--- src/rtl/alu_pkg.sv ---
package alu_pkg;
    localparam int OPC_HI   = 31;
    localparam int OPC_LO   = 26;
    localparam int RT_HI    = 20;
    localparam int RT_LO    = 16;
    localparam int RD_HI    = 15;
    localparam int RD_LO    = 11;
    localparam int FN_HI    = 5;
    localparam int FN_LO    = 0;
    localparam int REG_IDXW = 5;

    typedef enum logic [2:0] {
        OP_NONE,
        OP_ADD,
        OP_SUB,
        OP_AND,
        OP_OR,
        OP_XOR
    } alu_op_e;

    typedef struct packed {
        alu_op_e               op;
        logic                  trap_en;
        logic                  use_imm;
        logic                  sext;
        logic [REG_IDXW-1:0]   dst;
    } dec_s;
endpackage

--- src/rtl/alu_decode.sv ---
module alu_decode
    import alu_pkg::*;
(
    input  logic [31:0] instr,
    output dec_s        dec
);
    logic [5:0] opc;
    logic [5:0] fn;

    always_comb begin
        opc         = instr[OPC_HI:OPC_LO];
        fn          = instr[FN_HI:FN_LO];
        dec.op      = OP_NONE;
        dec.trap_en = 1'b0;
        dec.use_imm = 1'b0;
        dec.sext    = 1'b0;
        dec.dst     = instr[RT_HI:RT_LO];
        if (opc == 6'd0) begin
            dec.dst = instr[RD_HI:RD_LO];
            unique case (fn)
                6'h20: begin dec.op = OP_ADD; dec.trap_en = 1'b1; end
                6'h21: dec.op = OP_ADD;
                6'h22: begin dec.op = OP_SUB; dec.trap_en = 1'b1; end
                6'h23: dec.op = OP_SUB;
                6'h24: dec.op = OP_AND;
                6'h25: dec.op = OP_OR;
                6'h26: dec.op = OP_XOR;
                default: dec.op = OP_NONE;
            endcase
        end else begin
            dec.use_imm = 1'b1;
            unique case (opc)
                6'd8:  begin dec.op = OP_ADD; dec.sext = 1'b1; dec.trap_en = 1'b1; end
                6'd9:  begin dec.op = OP_ADD; dec.sext = 1'b1; end
                6'd12: dec.op = OP_AND;
                6'd13: dec.op = OP_OR;
                6'd14: dec.op = OP_XOR;
                default: dec.op = OP_NONE;
            endcase
        end
    end
endmodule

--- src/rtl/alu_operand.sv ---
module alu_operand #(
    parameter int DATA_W = 32,
    parameter int IMM_W  = 16
) (
    input  logic [IMM_W-1:0]  imm,
    input  logic              sext,
    input  logic              use_imm,
    input  logic [DATA_W-1:0] rt_data,
    output logic [DATA_W-1:0] opb
);
    localparam int PAD_W = DATA_W - IMM_W;
    logic [DATA_W-1:0] imm_ext;

    generate
        if (PAD_W > 0) begin : g_pad
            always_comb imm_ext = {{PAD_W{sext & imm[IMM_W-1]}}, imm};
        end else begin : g_nopad
            always_comb imm_ext = imm[DATA_W-1:0];
        end
    endgenerate

    always_comb opb = use_imm ? imm_ext : rt_data;
endmodule

--- src/rtl/alu_core.sv ---
module alu_core
    import alu_pkg::*;
#(
    parameter int DATA_W = 32
) (
    input  alu_op_e           op,
    input  logic [DATA_W-1:0] a,
    input  logic [DATA_W-1:0] b,
    output logic [DATA_W-1:0] res,
    output logic              ovf
);
    localparam int MSB = DATA_W - 1;
    logic              sub;
    logic [DATA_W-1:0] b_eff;
    logic [DATA_W-1:0] sum;

    always_comb begin
        sub   = (op == OP_SUB);
        b_eff = sub ? ~b : b;
        sum   = a + b_eff + {{(DATA_W-1){1'b0}}, sub};
        ovf   = 1'b0;
        res   = '0;
        unique case (op)
            OP_ADD, OP_SUB: begin
                res = sum;
                ovf = (a[MSB] == b_eff[MSB]) && (sum[MSB] != a[MSB]);
            end
            OP_AND:  res = a & b;
            OP_OR:   res = a | b;
            OP_XOR:  res = a ^ b;
            default: res = '0;
        endcase
    end
endmodule

--- src/rtl/alu_exec.sv ---
module alu_exec
    import alu_pkg::*;
#(
    parameter int DATA_W = 32,
    parameter int IMM_W  = 16
) (
    input  logic                clk,
    input  logic                rst_n,
    input  logic                in_valid,
    input  logic [31:0]         instr,
    input  logic [DATA_W-1:0]   rs_data,
    input  logic [DATA_W-1:0]   rt_data,
    output logic                out_valid,
    output logic                wr_en,
    output logic [REG_IDXW-1:0] wr_idx,
    output logic [DATA_W-1:0]   result,
    output logic                ovf_trap
);
    typedef struct packed {
        logic                vld;
        logic                we;
        logic                ovf;
        logic [REG_IDXW-1:0] idx;
        logic [DATA_W-1:0]   res;
    } stage_s;

    dec_s              dec;
    logic [DATA_W-1:0] opb;
    logic [DATA_W-1:0] alu_res;
    logic              alu_ovf;
    stage_s            st_d;
    stage_s            st_q;

    alu_decode u_dec (
        .instr (instr),
        .dec   (dec)
    );

    alu_operand #(.DATA_W(DATA_W), .IMM_W(IMM_W)) u_opb (
        .imm     (instr[IMM_W-1:0]),
        .sext    (dec.sext),
        .use_imm (dec.use_imm),
        .rt_data (rt_data),
        .opb     (opb)
    );

    alu_core #(.DATA_W(DATA_W)) u_core (
        .op  (dec.op),
        .a   (rs_data),
        .b   (opb),
        .res (alu_res),
        .ovf (alu_ovf)
    );

    always_comb begin
        st_d = '0;
        if (in_valid) begin
            st_d.vld = 1'b1;
            st_d.ovf = dec.trap_en & alu_ovf;
            st_d.idx = dec.dst;
            st_d.res = alu_res;
            st_d.we  = (dec.op != OP_NONE) && !st_d.ovf && (dec.dst != '0);
        end
    end

    always_ff @(posedge clk) begin
        if (!rst_n) st_q <= '0;
        else        st_q <= st_d;
    end

    assign out_valid = st_q.vld;
    assign wr_en     = st_q.we;
    assign wr_idx    = st_q.idx;
    assign result    = st_q.res;
    assign ovf_trap  = st_q.ovf;
endmodule

--- config.mk ---
export PLATFORM = sky130hd
export DESIGN_NAME = alu_exec
export DESIGN_NICKNAME = d
export VERILOG_FILES = /design/src/rtl/alu_pkg.sv /design/src/rtl/alu_decode.sv /design/src/rtl/alu_operand.sv /design/src/rtl/alu_core.sv /design/src/rtl/alu_exec.sv
export SDC_FILE = /design/constraint.sdc
export NUM_CORES = 1
export LEC_CHECK = 0
export BUFFER_PORTS_ARGS = -buffer_cell sky130_fd_sc_hd__buf_2
export CAP_MARGIN = 15
export CORE_MARGIN = 2
export CORE_UTILIZATION = 45
export DETAILED_ROUTE_END_ITERATION = 6
export PLACE_DENSITY = 0.75
export SYNTH_ARGS = -nofsm -noshare
export SYNTH_HDL_FRONTEND = slang
export SYNTH_SLANG_ARGS = --single-unit
--- constraint.sdc ---
create_clock -name clk -period 7.8 [get_ports clk]
set_clock_uncertainty 0.15 [all_clocks]
set_input_delay 1.17 -clock clk [delete_from_list [all_inputs] [get_ports clk]]
set_output_delay 1.17 -clock clk [all_outputs]
set_load 0.02 [all_outputs]
=== Yosys cells after proc, flatten, opt, wreduce, memory -nomap -nowiden ===
Index checks and enable logic that the tools add are counted.
Widths: inputs -> output; s select.

* Register bits after elaboration: 40
* Output and inout port bits: 40
* Input port bits: 99
* Word-level logic and storage cells: 58

* $add $sub $neg: 2
* Reductions and logical operators: 13
* Equality and inequality tests: 19
* Multiplexer cells: 13
* Bitwise operators: 6

{| class="wikitable"
|+ Operator list
! cell !! count
|-
| $pmux 32 s4 || 1
|-
| $mux 32 || 2
|-
| $eq 6x6->1 const B || 7
|-
| $mux 40 || 1
|-
| $add 32x1->32 || 1
|-
| $add 32x32->32 || 1
|-
| $and 32x32->32 || 1
|-
| $not 32->32 || 1
|-
| $or 32x32->32 || 1
|-
| $xor 32x32->32 || 1
|-
| $eq 6x4->1 const B || 5
|-
| $pmux 3 s5 || 1
|-
| $pmux 3 s4 || 1
|-
| $reduce_or 2->1 || 5
|-
| $eq 3x2->1 const B || 2
|-
| $eq 3x3->1 const B || 2
|-
| $logic_not 6->1 || 1
|-
| $mux 5 || 1
|-
| $reduce_bool 5->1 || 1
|-
| $mux 1 || 4
|-
| $mux 4 || 1
|-
| $eq 3x1->1 const B || 1
|-
| $logic_and 1x1->1 || 3
|-
| $reduce_bool 3->1 || 1
|-
| 6 further kinds || 7
|}

=== Longest topological paths before layout ===
Gate-level depths: netlist (run 1).

* Depth after elaboration: 18
* Gate-level depth with buffers: 15
* Depth with buffers taken out: 15

=== By module ===
From an unflattened synthesis (run 1), not the netlist that was laid out.

* Cell total of the unflattened synthesis: 770
* Area total of the unflattened synthesis: 5905.7 um2

{| class="wikitable"
|+ Modules (own cells, without submodules)
! module !! area an instance (um2) !! instances !! cells an instance !! sequential area each (um2)
|-
| alu_core || 4060.1 || 1 || 593 || 0.0
|-
| alu_exec || 1167.4 || 1 || 92 || 800.8
|-
| alu_operand || 429.2 || 1 || 54 || 0.0
|-
| alu_decode || 249.0 || 1 || 31 || 0.0
|}

=== Worst setup path before layout (run 1) ===
No wires, ideal clock.

* Kind: input -> register
* Start: input instr[27]
* End: register st_q (netlist bit result[23])
* Buffers on the path: 1
* Cell stages on the path: 13
* Data required time: 7523 ps
* Library setup time: 127 ps
* Arrival: 4851 ps
* Slack: 2672 ps
* Cells stage by stage: or4_4 nor3_4 clkbuf_1 mux2i_1 xor2_1 ha_1 a21oi_1 o21ai_0 nor4_1 a21oi_2 a211o_1 and4_1 or3_1

* Cells in the longest elaborated chain, start to end: 11
* Elaborated cells between the ends (all ways): 27
* Classes of those cells: add/sub: 2; eq/ne: 10; mux: 7; bitwise: 5; reduce/logical: 3

{| class="wikitable"
|+ Ends and longest elaborated chain
! what !! line !! text
|-
| start, declared || alu_exec.sv:10 || <nowiki>input logic [31:0] instr,</nowiki>
|-
| branches (longest 10 deep; another with $add 32x32->32) || - ||
|-
| $pmux 32 s4 * || alu_core.sv:23 || <nowiki>unique case (op)</nowiki>
|-
| end signal, assigned || alu_exec.sv:68 || <nowiki>else st_q <= st_d;</nowiki>
|-
| end, declared || alu_exec.sv:32 || <nowiki>stage_s st_q;</nowiki>
|}

Mark *: on every way between the ends.
A chain may end at the register's enable or synchronous reset.

=== Worst setup path after layout (run 1) ===
Same ends and word-level chain as after synthesis.

==> metrics.md, run 1 <==
| Metric | Value |
|---|---|
| Clock Sink Count | 40 |
| Aggregate routed wire length | 15150 µm |
| Mapped Nets | between 800 and 900 |
| Multi-input logic area | approximately 4000 µm² |
| Final worst-path setup slack | ~1.9 ns |
| Max rail drop VDD | about 0.065 mV |
| Xor-xnor portion of the synthesized cell area | 8.923% |
| Maxcap violations | 0 |
| Initial drt markers | ~320 |
| Nets | 997 |
| N_diodes | 0 |
| Slew HR | between 30% and 40% |
| Critical path class | input port to flip-flop |
| Number of synthesized flops with an enable pin | 0 |
| CTS tree | built |
| Status | finished clean |
| Final Slew Violations | 0 |
| Root buffer cell | clkbuf_16 |
| Highest-count cells in the layout ignoring fill and taps | 133 x buf_2, 95 x ha_1, 78 x inv_1, 46 x a21oi_1, 44 x nand2_1 |
| Post-CTS Setup Bufs | 0 |
| Gr ovfl total | 0 |
| Synth Area in Adders | 23.23% |
| Unrepaired setup endpoints after global routing | no |
| Initial Utilization | 45.76% |
| Crit path max fanout | 25 |
| Startpoint types | input port |
| Max Fclk | 0.1692 GHz |
| Most common cell after layout, fill and taps aside | buf_2 |
| Leakage | 3.100 nW |
| Mux cell area share after synthesis | 3.271% |
| Core ar. | roughly 11000 µm² |
| Initial antenna violation count | 0 |
| Tightest Pin Transition | 0.9283 ns |
| Count of state elements after synthesis | 40 |
| CTS Buf Count | 5 |
| Worst Path Required | 7.81 ns |
| Asr flop ratio synth | 0% |
| Post-Route Setup TNS | 0 ns |
| Post-synthesis sequential area ratio | about 15% |
| DIE AREA | 12440 µm² |
| Internal | 0.0004383 W |
| Routed length per instance | 16.02 µm |
| DRC violations left | 0 |
| Post_cts resized | 0 |
| Cts-stage hold buffer count | 0 |
| Input/output buffers | 133 |
| Rows | 39 |
| Layout cells sized above 1 | between 20% and 30% |
| Post-Synth Simple-Gate Area | 14.38% |
| Fin crit period | 5.908 ns |
| Register area | about 800 µm² |
| First-pass GRT wire length | 24540 µm |
| P_sw | 0.0002056 W |
| Largest family of logic cells by synthesized area | compound AO/OA/AOI/OAI gates |
| IO Count | between 100 and 150 |
| Setup-failing EPs final | 0 |
| Synth cell types | 64 |
| Max Root-Sink Buffers | 2 |
| Die width | ~110 µm |
| Post-DRT Antenna Nets | 0 |
| PD cells | roughly 100 nW/µm² |
| HPWL Detailed | 11280 µm |
| Die Span Y | 111.5 µm |
| DR vias | 5405 |
| Syn Area/Cell | 7.662 µm² |
| CP arrival | about 6 ns |
| Area growth syn-to-layout | 19.12% |
| Compound-cell area share of the yosys netlist | 27.30% |
| Place WS | 1.598 ns |
| Initial DRT Pass Iterations | 5 |
| Worst hold path type | input port to flip-flop |
| Power share of the clock group | 37.3% |
| Switch share | 31.93% |
| Largest net degree at the start of global routing | 40 |
| Comb power frac | 30.6% |
| Vias in the first global route | ~5000 |
| Syn Std Cell Area | 5202 µm² |
| Clock transition at the registers of the reported paths | 0.07 ns |
| H-tree levels | 2 |
| Ys flop type | dfxtp_1 |
| GP Congestion | 0.8917 |
| Via density | 5.714 |
| Sequential share of power | 32.1% |
| Synth Instances | 679 |
| Final Hold Vio Count | 0 |
| Fillers | 1140 |
| Synth Warn # | 0 |
| Worst Setup End Kind | flip-flop |
| Final worst-path cycle share | 75.75% |
| GR Util All Layers | a little under a quarter |
## critical path: stages
cell     delay, ns
buf_2         0.12
or4_4         0.56
nor3_4        0.61
nand3_2       0.39
buf_4         0.40
xor2_1        0.21
ha_1          0.38
a21oi_1       0.25
o21ai_0       0.16
nor4_1        0.54
a21oi_2       0.21
a211o_1       0.31
and4_1        0.21
or3_1         0.38
## final timing paths
kind,depth (start not counted),from,end,slack (ns)
setup / recovery,14,instr[27],result[23],1.89
hold / removal,3,instr[19],wr_idx[3],1.02
## registers in the layout (all words and copies together), names as in the netlist
signal and cells:
result 32, wr_en 1, wr_idx 5, ovf_trap 1, out_valid 1
## cell usage after synthesis (all sizes together), types with 3 or more instances
cell type / instances / area share [%]
a21boi: 3 / 0.43
o22ai: 32 / 3.8
o21a: 8 / 1.2
or3: 5 / 0.60
a21oi: 50 / 5.1
nand2: 45 / 3.3
mux2i: 17 / 3.3
clkbuf: 21 / 1.5
nor2: 41 / 3.0
xor2: 39 / 6.6
a22oi: 32 / 4.6
ha: 95 / 23
and3: 6 / 0.72
xnor2: 14 / 2.4
o31ai: 4 / 0.58
nor3: 10 / 1.2
a211oi: 4 / 0.67
o211ai: 4 / 0.67
inv: 78 / 5.6
nor2b: 4 / 0.48
a31oi: 10 / 1.2
nand2b: 5 / 0.60
nand3: 15 / 1.4
o21ai: 38 / 3.7
and4: 3 / 0.51
a21o: 11 / 1.6
buf: 5 / 0.36
dfxtp: 40 / 15
and2: 3 / 0.36
or2: 3 / 0.36
## cell families after synthesis
logic type / after synthesis
adder cells (fa/ha/maj): 96
flip-flops: 40
AND/OR/NAND/NOR: 152
AO/OA/AOI/OAI: 217
buffers and inverters: 104
multiplexers: 17
XOR/XNOR: 53
## power groups by stage
stage               clock, W  combinational, W  sequential, W
floorplan                  0          0.000127       0.000214
global placement           0          0.000191       0.000211
detailed placement         0          0.000195       0.000211
CTS                 0.000244          0.000196       0.000207
global route        0.000253          0.000222       0.000207
finish              0.000240          0.000197       0.000207
## final cells by class
cell class / instances / share of cell area [%]
well taps: 143 / 2.887
repair buffers: 142 / 11.83
clock inverters: 2 / 0.5653
clock buffers: 6 / 2.080
multi-input cells: 535 / 64.99
inverters: 78 / 4.724
flip-flops and latches: 40 / 12.92
## metal layers
metal | wire (µm) | global-route usage [%]
met4 | 272 | 6.420
met1 | 6614 | 29.38
met5 | 0 | 0
met3 | 889 | 3.919
met2 | 7376 | 43.25
## through the flow
step	total power, W	util [%]	hold slack, ns	instance area (µm²)	std cells
after floorplan	0.0003408	-	1.156	5202	679
after global placement	0.0004025	53.06	1.320	6033	938
after detailed placement	0.0004061	53.06	1.323	6033	938
after CTS	0.0006473	54.51	1.009	6197	946
after global routing	0.0006810	54.51	1.027	6197	946
final	0.0006440	54.51	1.015	6197	946
(Power assumes the default switching activity.)
==> run 2: changes to the inputs <==
--- a/config.mk
+++ b/config.mk
@@ -5,6 +5,7 @@
 export SDC_FILE = /design/constraint.sdc
 export NUM_CORES = 1
 export LEC_CHECK = 0
+export ABC_AREA = 1
 export BUFFER_PORTS_ARGS = -buffer_cell sky130_fd_sc_hd__buf_2
 export CAP_MARGIN = 15
 export CORE_MARGIN = 2
==> constraint.sdc (replaced) <==
create_clock -name clk -period 6 [get_ports clk]
set_clock_uncertainty 0.15 [all_clocks]
set_input_delay 0.9 -clock clk [delete_from_list [all_inputs] [get_ports clk]]
set_output_delay 0.9 -clock clk [all_outputs]
set_load 0.02 [all_outputs]
==> run 2 against run 1 <==
Setup slack got worse by 0.45 ns. Largest power group is now combinational cells. Count of clock-buffer cells in the layout decreased by 1. Flip-flop and latch count unchanged. Wire length increased by 2.4%. Largest cell class unchanged. Critical path type unchanged.
==> metrics.md, run 2 <==
| Metric | Value |
|---|---|
| Maxcap violations | 0 (unchanged) |
| GP Congestion | 0.9419 (was 0.8917) |
| DR vias | 5751 (was 5405) |
| Final Slew Violations | 0 (unchanged) |
| Rows | 39 (unchanged) |
| Synth area leaders | ha_1 22%, dfxtp_1 15%, nand2_1 8.6% (was ha_1 23%, dfxtp_1 15%, xor2_1 6.6%) |
| Largest area contributor in the netlist | ha_1 (unchanged) |
| Leakage | 3.351 nW (was 3.100 nW) |
| Placed cell areas | 6106 µm² (was 6033 µm²) |
| Max Root-Sink Buffers | 2 (unchanged) |
| Number of synthesized flops with an enable pin | 0 (unchanged) |
| Crit path max fanout | 9 (was 25) |
| Layout cells sized above 1 | 20.98% (was 20.42%) |
| IO Count | 139 (unchanged) |
| Highest-count cells in the layout ignoring fill and taps | 133 x buf_2, 121 x nand2_1, 101 x inv_1, 95 x ha_1, 81 x a21oi_1 (was 133 x buf_2, 95 x ha_1, 78 x inv_1, 46 x a21oi_1, 44 x nand2_1) |
| Initial DRT Pass Iterations | 5 (unchanged) |
| Post-DRT Antenna Nets | 0 (unchanged) |
| Initial Utilization | 46.31% (was 45.76%) |
| Via density | 5.431 (was 5.714) |
| Largest net degree at the start of global routing | 33 (was 40) |
| Final Hold Vio Count | 0 (unchanged) |
| Post-CTS Setup Bufs | 0 (unchanged) |
| Area growth syn-to-layout | 17.84% (was 19.12%) |
| Count of state elements after synthesis | 40 (unchanged) |
| Post-synthesis sequential area ratio | 15.08% (was 15.39%) |
| Syn Area/Cell | 6.713 µm² (was 7.662 µm²) |
| Final worst-path cycle share | 75.97% |
| Aggregate routed wire length | 15520 µm (was 15150 µm) |
| Die width | 112.6 µm (was 111.5 µm) |
| Asr flop ratio synth | 0% (unchanged) |
| DIE AREA | 12690 µm² (was 12440 µm²) |
| Status | finished clean (unchanged) |
| Unrepaired setup endpoints after global routing | no (unchanged) |
| CP arrival | 4.55 ns (was 5.92 ns) |
| Worst Path Required | 5.99 ns (was 7.81 ns) |
| First-pass GRT wire length | 25590 µm (was 24540 µm) |
| GR Util All Layers | 24.67% (was 23.91%) |
| Critical path class | input port to flip-flop (unchanged) |
| Initial antenna violation count | 1 (was 0) |
| Nets | 1109 (was 997) |
| Root buffer cell | clkbuf_16 (unchanged) |
| Core ar. | 11470 µm² (was 11370 µm²) |
| Mapped Nets | 986 (was 874) |
| Tightest Pin Transition | 1.175 ns (was 0.9283 ns) |
| Max rail drop VDD | 0.09775 mV (was 0.06547 mV) |
| Max reg flops | 32 (unchanged) |
| Routed length per instance | 14.66 µm (was 16.02 µm) |
| Setup-failing EPs final | 0 (unchanged) |
| Most common cell after layout, fill and taps aside | buf_2 (unchanged) |
| Die Span Y | 112.6 µm (was 111.5 µm) |
| Ys flop type | dfxtp_1 (unchanged) |
| Utilization after layout | 54.57% (was 54.51%) |
| Post_cts resized | 0 (unchanged) |
| Synth cell types | 44 (was 64) |
| DRC violations left | 0 (unchanged) |
| CTS Buf Count | 5 (unchanged) |
| Cts-stage hold buffer count | 0 (unchanged) |
| Worst Setup End Kind | flip-flop (unchanged) |
| Most frequent cell after synthesis | nand2_1 (was ha_1) |
| Design area | 6257 µm² (was 6197 µm²) |
| Hold path depth | 3 (unchanged) |
| Slew HR | 21.60% (was 37.96%) |
| Top cells by count, synth | 121 x nand2_1, 101 x inv_1, 95 x ha_1 (was 95 x ha_1, 78 x inv_1, 46 x a21oi_1) |
| Worst hold path type | input port to flip-flop (unchanged) |
| Max Fclk | 0.2194 GHz |
| Vias in the first global route | 5365 (was 5092) |
| PD cells | 135.9 nW/µm² (was 103.9 nW/µm²) |
| Input/output buffers | 133 (unchanged) |
| Synth Warn # | 0 (unchanged) |
| Startpoint types | input port (unchanged) |
| Clock transition at the registers of the reported paths | 0.06 ns (was 0.07 ns) |
| CTS tree | built (unchanged) |
| Fin crit period | 4.558 ns |
| H-tree levels | 2 (unchanged) |
| Syn Std Cell Area | 5310 µm² (was 5202 µm²) |
| Post-Route Setup TNS | 0 ns (unchanged) |
| Top-area cell type share of the netlist area | 22.38% (was 22.85%) |
| Initial drt markers | 369 (was 316) |
| Synth Instances | 791 (was 679) |
| Gr ovfl total | 0 (unchanged) |
| HPWL Detailed | 12200 µm (was 11280 µm) |
| Clock Sink Count | 40 (unchanged) |
[run 2: changes by cell type in the layout (fill, tap and decap cells not counted), sizes merged, moves of 9 or more]
| cell | delta |
|---|---|
| a21oi | +32 |
| mux2i | -16 |
| nand3 | +29 |
| nand2 | +86 |
| o22ai | -32 |
| o21ai | +35 |
| a221oi | +27 |
| or2 | +19 |
| nor2 | +34 |
| a21o | -9 |
| xnor2 | -11 |
| a31oi | -9 |
| inv | +27 |
| a22oi | -32 |
[run 2: power breakdown]
part	internal, W	switching (W)	total (W)
clock network	0.000155	0.000124	0.000278
registers	0.000270	0.000000925	0.000271
logic	0.000114	0.000187	0.000301
total	0.000538	0.000312	0.000850
[run 2: critical path: stages]
cell     delay (ns)
buf_2          0.11
nor2_4         0.19
nand3_1        0.13
o21ai_1        0.69
o21ai_0        0.38
xor2_1         0.25
ha_1           0.35
a21oi_1        0.25
o21ai_0        0.11
a21oi_1        0.25
nand3_1        0.20
nand2_1        0.11
nand2_1        0.08
nand2_1        0.06
nand2_1        0.06
or2_2          0.28
nand3_1        0.07
a21oi_1        0.08
[run 2: final timing paths]
kind                  startpoint         end  slack (ns)
worst min-delay path   instr[18]   wr_idx[2]        0.72
worst max-delay path   instr[31]  result[26]        1.44
[run 2: through the flow]
step           cells  setup WS [ns]  total power (W)  hold WS (ns)
2_1_floorplan    791          1.946        0.0004782        0.9130
3_3_place_gp    1050          1.270        0.0005681         1.026
3_5_place_dp    1050          1.239        0.0005737         1.034
4_1_cts         1058          1.542        0.0008575        0.7102
5_1_grt         1058          1.114        0.0009105        0.7401
6_report        1059          1.442        0.0008502        0.7174
[run 2: kinds of logic (layout without fill, tap and decap cells)]
group / after synthesis / after routing / synth area share [%]
AND/OR/NAND/NOR: 290 / 290 / 24.60
buffers and inverters: 129 / 253 / 9.331
XOR/XNOR: 38 / 38 / 6.268
adder cells (fa/ha/maj): 96 / 96 / 22.76
AO/OA/AOI/OAI: 197 / 197 / 21.77
other: 0 / 1 / 0
flip-flops: 40 / 40 / 15.08
multiplexers: 1 / 1 / 0.1885
[run 2: metal layers]
layer  GRT usage, %  vias to the layer above  wire (µm)
met5              0                        -          0
met4          7.073                        0        223
met3          5.616                       15       1180
met2          39.44                      188       6914
met1          33.31                     2650       7204
li1               -                     2898          -
[run 2: cell type report]
type / instances / area [µm²]
Antenna cell: 1 / 2.502
Clock buffer: 5 / 125.1
Clock inverter: 3 / 23.77
Fill cell: 1190 / 5210
Inverter: 106 / 399.1
Multi-Input combinational cell: 622 / 4016
Sequential cell: 40 / 800.8
Tap cell: 143 / 178.9
Timing Repair Buffer: 139 / 710.7
